File: src/rtl/stx_pkg.sv
package stx_pkg;
   // Phase of the generated shift clock within one bit period
   typedef enum logic {
      PH_LOW  = 1'b0,
      PH_HIGH = 1'b1
   } stx_phase_e;

   localparam int STX_MIN_DATA_W = 2;
endpackage

File: src/rtl/stx_baud.sv
// Half-bit tick generator: one pulse every 2*(div+1) clocks while running.
module stx_baud #(
   parameter int DIV_W = 8
) (
   input  logic             clk,
   input  logic             rst_n,
   input  logic             run,
   input  logic             restart,
   input  logic [DIV_W-1:0] div,
   output logic             half_tick
);
   localparam int CNT_W = DIV_W + 1;

   generate
      if (DIV_W < 1) begin : g_bad_div
         $error("stx_baud: DIV_W must be at least 1");
      end
   endgenerate

   logic [CNT_W-1:0] cnt_q;
   logic [CNT_W-1:0] limit;

   assign limit     = {div, 1'b1};
   assign half_tick = run && (cnt_q == limit);

   always_ff @(posedge clk or negedge rst_n) begin
      if (!rst_n) begin
         cnt_q <= '0;
      end else if (!run || restart || half_tick) begin
         cnt_q <= '0;
      end else begin
         cnt_q <= cnt_q + 1'b1;
      end
   end
endmodule

File: src/rtl/stx_holding.sv
// Host-written holding register with hardware-managed full state.
module stx_holding #(
   parameter int DATA_W    = 8,
   parameter bit HAS_NINTH = 1'b1
) (
   input  logic              clk,
   input  logic              rst_n,
   input  logic              wr_en,
   input  logic [DATA_W-1:0] wr_data,
   input  logic              wr_ninth_en,
   input  logic              wr_ninth,
   input  logic              take,
   output logic              full,
   output logic [DATA_W-1:0] data,
   output logic              ninth_en,
   output logic              ninth
);
   logic              full_q;
   logic [DATA_W-1:0] data_q;

   always_ff @(posedge clk or negedge rst_n) begin
      if (!rst_n) begin
         full_q <= 1'b0;
         data_q <= '0;
      end else begin
         if (wr_en) begin
            full_q <= 1'b1;
            data_q <= wr_data;
         end else if (take) begin
            full_q <= 1'b0;
         end
      end
   end

   generate
      if (HAS_NINTH) begin : g_ninth
         logic ninth_en_q;
         logic ninth_q;
         always_ff @(posedge clk or negedge rst_n) begin
            if (!rst_n) begin
               ninth_en_q <= 1'b0;
               ninth_q    <= 1'b0;
            end else if (wr_en) begin
               ninth_en_q <= wr_ninth_en;
               ninth_q    <= wr_ninth & wr_ninth_en;
            end
         end
         assign ninth_en = ninth_en_q;
         assign ninth    = ninth_q;
      end else begin : g_no_ninth
         logic unused_ninth;
         assign unused_ninth = wr_ninth_en ^ wr_ninth;
         assign ninth_en     = 1'b0;
         assign ninth        = 1'b0;
      end
   endgenerate

   assign full = full_q;
   assign data = data_q;

   // the register only becomes full through a host write
   a_r6_full_only_by_write: assert property (@(posedge clk) disable iff (!rst_n)
      $rose(full_q) |-> $past(wr_en));
endmodule

File: src/rtl/stx_shifter.sv
// Shift register with its own clock phase and bit counter.
module stx_shifter #(
   parameter int DATA_W = 8
) (
   input  logic              clk,
   input  logic              rst_n,
   input  logic              enable,
   input  logic              load,
   input  logic [DATA_W-1:0] ld_data,
   input  logic              ld_ninth_en,
   input  logic              ld_ninth,
   input  logic              half_tick,
   output logic              busy,
   output logic              ser_clk,
   output logic              ser_dat
);
   import stx_pkg::*;

   localparam int FRAME_W = DATA_W + 1;
   localparam int CNT_W   = $clog2(FRAME_W + 1);

   generate
      if (DATA_W < STX_MIN_DATA_W) begin : g_bad_width
         $error("stx_shifter: DATA_W too small");
      end
   endgenerate

   logic               busy_q;
   stx_phase_e         phase_q;
   logic [FRAME_W-1:0] sh_q;
   logic [CNT_W-1:0]   left_q;

   always_ff @(posedge clk or negedge rst_n) begin
      if (!rst_n) begin
         busy_q  <= 1'b0;
         phase_q <= PH_LOW;
         sh_q    <= '0;
         left_q  <= '0;
      end else if (!enable) begin
         busy_q  <= 1'b0;
         phase_q <= PH_LOW;
         sh_q    <= '0;
         left_q  <= '0;
      end else if (load) begin
         busy_q  <= 1'b1;
         phase_q <= PH_LOW;
         sh_q    <= {ld_ninth, ld_data};
         left_q  <= ld_ninth_en ? CNT_W'(FRAME_W) : CNT_W'(DATA_W);
      end else if (busy_q && half_tick) begin
         if (phase_q == PH_LOW) begin
            phase_q <= PH_HIGH;
         end else begin
            phase_q <= PH_LOW;
            sh_q    <= sh_q >> 1;
            left_q  <= left_q - 1'b1;
            if (left_q == CNT_W'(1)) begin
               busy_q <= 1'b0;
            end
         end
      end
   end

   assign busy    = busy_q;
   assign ser_clk = (phase_q == PH_HIGH);
   assign ser_dat = busy_q & sh_q[0];

   // clock rests low whenever no word is in the shifter
   a_r3_idle_clock_low: assert property (@(posedge clk) disable iff (!rst_n)
      !busy_q |-> (phase_q == PH_LOW));
   // data bit holds for the whole high phase
   a_r4_data_steady_high: assert property (@(posedge clk) disable iff (!rst_n)
      (phase_q == PH_HIGH && $past(phase_q) == PH_HIGH) |-> $stable(sh_q[0]));
   // a fresh word holds either 8 or 9 bits
   a_r8_frame_length: assert property (@(posedge clk) disable iff (!rst_n)
      $rose(busy_q) |-> (left_q == CNT_W'(DATA_W) || left_q == CNT_W'(FRAME_W)));
endmodule

File: src/rtl/sync_tx_master.sv
module sync_tx_master #(
   parameter int DIV_W     = 8,
   parameter int DATA_W    = 8,
   parameter bit HAS_NINTH = 1'b1
) (
   input  logic              clk,
   input  logic              rst_n,
   input  logic [DIV_W-1:0]  cfg_div,
   input  logic              port_en,
   input  logic              sync_sel,
   input  logic              master_sel,
   input  logic              tx_en,
   input  logic              int_en,
   input  logic              nine_bit,
   input  logic              bit9_in,
   input  logic              wr_en,
   input  logic [DATA_W-1:0] wr_data,
   output logic              ser_clk,
   output logic              ser_dat,
   output logic              line_oe,
   output logic              rx_inhibit,
   output logic              hold_empty,
   output logic              tx_irq,
   output logic              shift_empty
);
   logic              active;
   logic              xmit_ok;
   logic              hold_full;
   logic [DATA_W-1:0] hold_data;
   logic              hold_ninth_en;
   logic              hold_ninth;
   logic              busy;
   logic              load;
   logic              half_tick;

   assign active  = port_en & sync_sel & master_sel;
   assign xmit_ok = active & tx_en;
   assign load    = xmit_ok & hold_full & ~busy;

   stx_holding #(.DATA_W(DATA_W), .HAS_NINTH(HAS_NINTH)) u_hold (
      .clk         (clk),
      .rst_n       (rst_n),
      .wr_en       (wr_en),
      .wr_data     (wr_data),
      .wr_ninth_en (nine_bit),
      .wr_ninth    (bit9_in),
      .take        (load),
      .full        (hold_full),
      .data        (hold_data),
      .ninth_en    (hold_ninth_en),
      .ninth       (hold_ninth)
   );

   stx_baud #(.DIV_W(DIV_W)) u_baud (
      .clk       (clk),
      .rst_n     (rst_n),
      .run       (busy),
      .restart   (load),
      .div       (cfg_div),
      .half_tick (half_tick)
   );

   stx_shifter #(.DATA_W(DATA_W)) u_shift (
      .clk         (clk),
      .rst_n       (rst_n),
      .enable      (xmit_ok),
      .load        (load),
      .ld_data     (hold_data),
      .ld_ninth_en (hold_ninth_en),
      .ld_ninth    (hold_ninth),
      .half_tick   (half_tick),
      .busy        (busy),
      .ser_clk     (ser_clk),
      .ser_dat     (ser_dat)
   );

   assign line_oe     = active;
   assign rx_inhibit  = xmit_ok;
   assign hold_empty  = ~hold_full;
   assign tx_irq      = hold_empty & int_en;
   assign shift_empty = ~busy;

   // emptying the holding register always starts the shifter
   a_r5_handoff: assert property (@(posedge clk) disable iff (!rst_n)
      $rose(hold_empty) |-> $fell(shift_empty));
   // losing an enable empties the shifter at the next edge
   a_r10_abort: assert property (@(posedge clk) disable iff (!rst_n)
      !xmit_ok |=> shift_empty);
endmodule

File: config.mk
export PLATFORM = sky130hd
export DESIGN_NAME = sync_tx_master
export DESIGN_NICKNAME = d
export VERILOG_FILES = /design/src/rtl/stx_pkg.sv /design/src/rtl/stx_baud.sv /design/src/rtl/stx_holding.sv /design/src/rtl/stx_shifter.sv /design/src/rtl/sync_tx_master.sv
export SDC_FILE = /design/constraint.sdc
export NUM_CORES = 1
export LEC_CHECK = 0
export ABC_AREA = 1
export CAP_MARGIN = 0
export CORE_ASPECT_RATIO = 0.7
export CORE_UTILIZATION = 40
export DETAILED_ROUTE_END_ITERATION = 8
export PLACE_DENSITY = 0.66
export SYNTH_ARGS = -nofsm -noshare
export SYNTH_HDL_FRONTEND = slang
export SYNTH_SLANG_ARGS = --single-unit
File: constraint.sdc
create_clock -name clk -period 4.1 [get_ports clk]
set_clock_uncertainty 0.05 [all_clocks]
set_input_delay 1.025 -clock clk [delete_from_list [all_inputs] [get_ports clk]]
set_output_delay 1.025 -clock clk [all_outputs]
set_load 0.02 [all_outputs]
==> impl_results.md <==
* Status: complete, no violations
* Seq/Total Area, Yosys at ~44%
* Area taken by multi-input logic gates at slightly above 900 um2
* Pre-CTS WS at roughly 560 ps
* Initial antenna violation count at 0
* Final hold vios at 0
* Register area at 876 um2
* First-pass GRT wire length at just over 7 mm
* Setup tns final at 0 ps
* Cell leakage power at 1.25 nW
* Peak supply drop at 0.187 mV
* CTS tree: done
* Req. time, crit path at around 3000 ps
* Vias per Instance at about 4.5
* Initial Utilization at between 40% and 50%
* Residual DRC at 0
* Tightest Hold Check Type: reg2reg
* # IOs at 33
* Synth Area in Adders at 1.90%
* Synth-to-layout area growth at 21.7%
* Clk Latency, worst-skew pair at about 290 ps
* GRT Total Usage at between 15 and 20%
* Most used cell, CP: clkdlybuf4s50_1
* Largest family of logic cells by synthesized area: simple AND/OR/NAND/NOR gates
* Synthesized flop and latch total at 35
* Worst setup EP type: output port
* Die height at around 61 um
* First-pass iteration count of the detailed router at 4
* CP Launch Point: port_en
* Setup CP Type: in2out
* CP max-delay cell: clkdlybuf4s50_1
* Via count at between 1500 and 2000
* Placeable Area at between 4000 and 5000 um2
* Post-CTS Setup Bufs at 0
* RSZ-0062 raised after global routing: no
* Placed cell area at between 2000 and 2500 um2
* Buffers added on ports at 32
* Die Wd at 86 um
* Largest net degree at the start of global routing at 36
* Minimum clock period after layout at 3520 ps
* Synthesized area per cell at 7.26 um2
* FP Rows at 20
* H-tree depth at 2
* Clk slew on worst S/H paths at about 70 ps
* WL final at around 4.2 mm
* CTS Sinks at 35
* Max incr delay on CP at about 600 ps
* Nets at approximately 330
* CTS max path bufs at 2
* Drt wl/cell at around 11 um
* Max Slew Vio Count at 0
* Final Cell Area at about 2400 um2
* Vias in the first global route at ~1500
* N_diodes at 0
* Final HPWL DP at between 3 and 4 mm
* Tightest Pin Transition at around 830 ps
* Clock Tree Root: clkbuf_8
* Simple-Gate Fraction of Synth Area at roughly two fifths
* Worst setup slack after layout at 580 ps
* CP delay by family, top: buffers and inverters
* Layout cell share with drive strength beyond 1 at 6.56%
* Worst setup SP type: input port
* Hold buffers post-CTS at 0
* Net Count, Synth at 301
* Hold Crit Start: u_shift.sh_q[8]
* Pwr per Cell Area at around 280 nW/um2
* Routed Antenna Nets at 0
* Synth Instances at 272
* GRT Residual Overflow at 0
* Max_slew headroom at about 44%
* Setup violators final at 0
* Routability cong. at 0.808
* Synthesis Warnings at 0
* Critical Path AT at 2450 ps
* PostCTS Resize Cnt at 0
* Cts bufs inserted at 5
* Fmax at roughly 280 MHz
* Die area at ~5200 um2
* Final worst-path cycle share at approximately 86%
* Max-cap violations at 0
* Distinct cells, synth at 27
* Reg-to-reg startpoint: u_shift.busy
* First DRT Iteration DRCs at 95
* Post-synthesis xor/xnor area fraction at between 1.5 and 2%
* Fill cell total of the finished layout at 479
* Post-Syn Area at ~2000 um2
* Post-synthesis mux area share at 0%
* Buf/Inv on CP at 3
* Peak fanout along the critical path at 5
* Complex-gate fraction of the synthesized area at under 10%
* FF-to-FF setup slack at roughly 2100 ps
* Worst path cell trace: clkdlybuf4s50_1, and3_1, nand2_2, inv_1, clkdlybuf4s50_1
layer usage:
metal / up-vias / GRT usage, % / part of all wire [%] / wire length, um
met4: 0 / 7.86 / 1.5 / 63
met2: 46 / 21.4 / 36 / 1490
met3: 7 / 4.63 / 6.6 / 276
li1: 892 / - / - / -
met5: - / 0 / 0 / 0
met1: 743 / 30.5 / 56 / 2360
sequential cells by signal (all words and copies together), names as in the netlist:
name	count
u_hold.ninth_en	1
u_hold.full	1
u_shift.sh_q	9
u_shift.ser_clk	1
u_hold.ninth	1
u_hold.data	8
u_baud.cnt_q	9
u_shift.busy	1
u_shift.left_q	4
metrics by stage:
step	hold WS [ps]	cells	power, mW	util, %
final	420	371	0.678	53.1
after global routing	441	371	0.712	53.1
after CTS	426	371	0.686	53.1
after detailed placement	409	363	0.445	51.3
after global placement	406	363	0.444	51.3
after floorplan	392	272	0.402	-
tightest hold or removal path, cell delays in order (launching register included):
cell and delay [ps]:
dfrtp_1 340, nand2_1 50, nand2_1 40
area by class of cell:
| type | count | share of cell area (%) |
|---|---|---|
| Clock inverter | 1 | 0.208 |
| Sequential cell | 35 | 36.4 |
| Tap cell | 66 | 3.44 |
| Multi-Input combinational cell | 197 | 38.1 |
| Inverter | 32 | 5.00 |
| Clock buffer | 7 | 3.18 |
| Timing Repair Buffer | 33 | 13.6 |
layout by cell type (no fill, tap or decap), types with 3 or more instances in the layout:
cell / synthesis / routed
inv_1: 31 / 31
nor3_1: 8 / 8
o21ai_0: 7 / 7
clkbuf_8: 1 / 5
a21oi_1: 4 / 4
nand2_4: 4 / 4
nor2_1: 22 / 22
nand2_1: 115 / 115
dfrtp_1: 35 / 35
xor2_1: 3 / 3
clkdlybuf4s50_1: 0 / 32
ha_1: 3 / 3
nand3_1: 18 / 18
worst paths after layout:
| check | to | cells after the start |
|---|---|---|
| worst max-delay path | rx_inhibit | 5 |
| worst min-delay path | u_shift.sh_q[8] | 2 |
| worst max register to register | u_shift.sh_q[5] | 7 |
| worst min register to register | u_shift.sh_q[8] | 2 |
| max in group asynchronous | u_baud.cnt_q[4] | 2 |
| min in group asynchronous | u_shift.ser_clk | 2 |
Yosys cell counts:
cell type	instances	area share (%)
a21oi_2	1	0.44
nor3b_2	1	0.63
nor2_4	2	1.1
o21bai_1	1	0.38
nand2_4	4	2.3
xor2_1	3	1.3
buf_6	2	1.1
nand3_1	18	4.6
nor3_1	8	2.0
nand4_1	2	0.63
buf_2	1	0.25
nand3_2	1	0.51
ha_1	3	1.9
inv_2	1	0.19
clkbuf_1	2	0.38
nor2_2	1	0.32
o21ai_0	7	1.8
a21oi_1	4	1.0
nand2_2	2	0.63
xnor2_1	1	0.44
nor2_1	22	4.2
nand2_1	115	22
inv_1	31	5.9
clkbuf_8	1	0.70
buf_4	2	0.76
and3_1	1	0.32
dfrtp_1	35	44
cells by family (layout without fill, tap and decap cells):
logic type	count (synthesis)	in the layout
DFF	35	35
buffers and inverters	40	73
and+or+nand+nor	177	177
xor gates and xnor gates	4	4
adders and majority gates	3	3
AOI/OAI and AO/OA	13	13
power by group:
group,leakage [nW],switching [mW],internal [mW]
clock,0.0422,0.121,0.119
sequential,0.465,0.00805,0.357
combinational,0.743,0.0365,0.0363
Note: power is estimated with default switching activity, not from simulation.
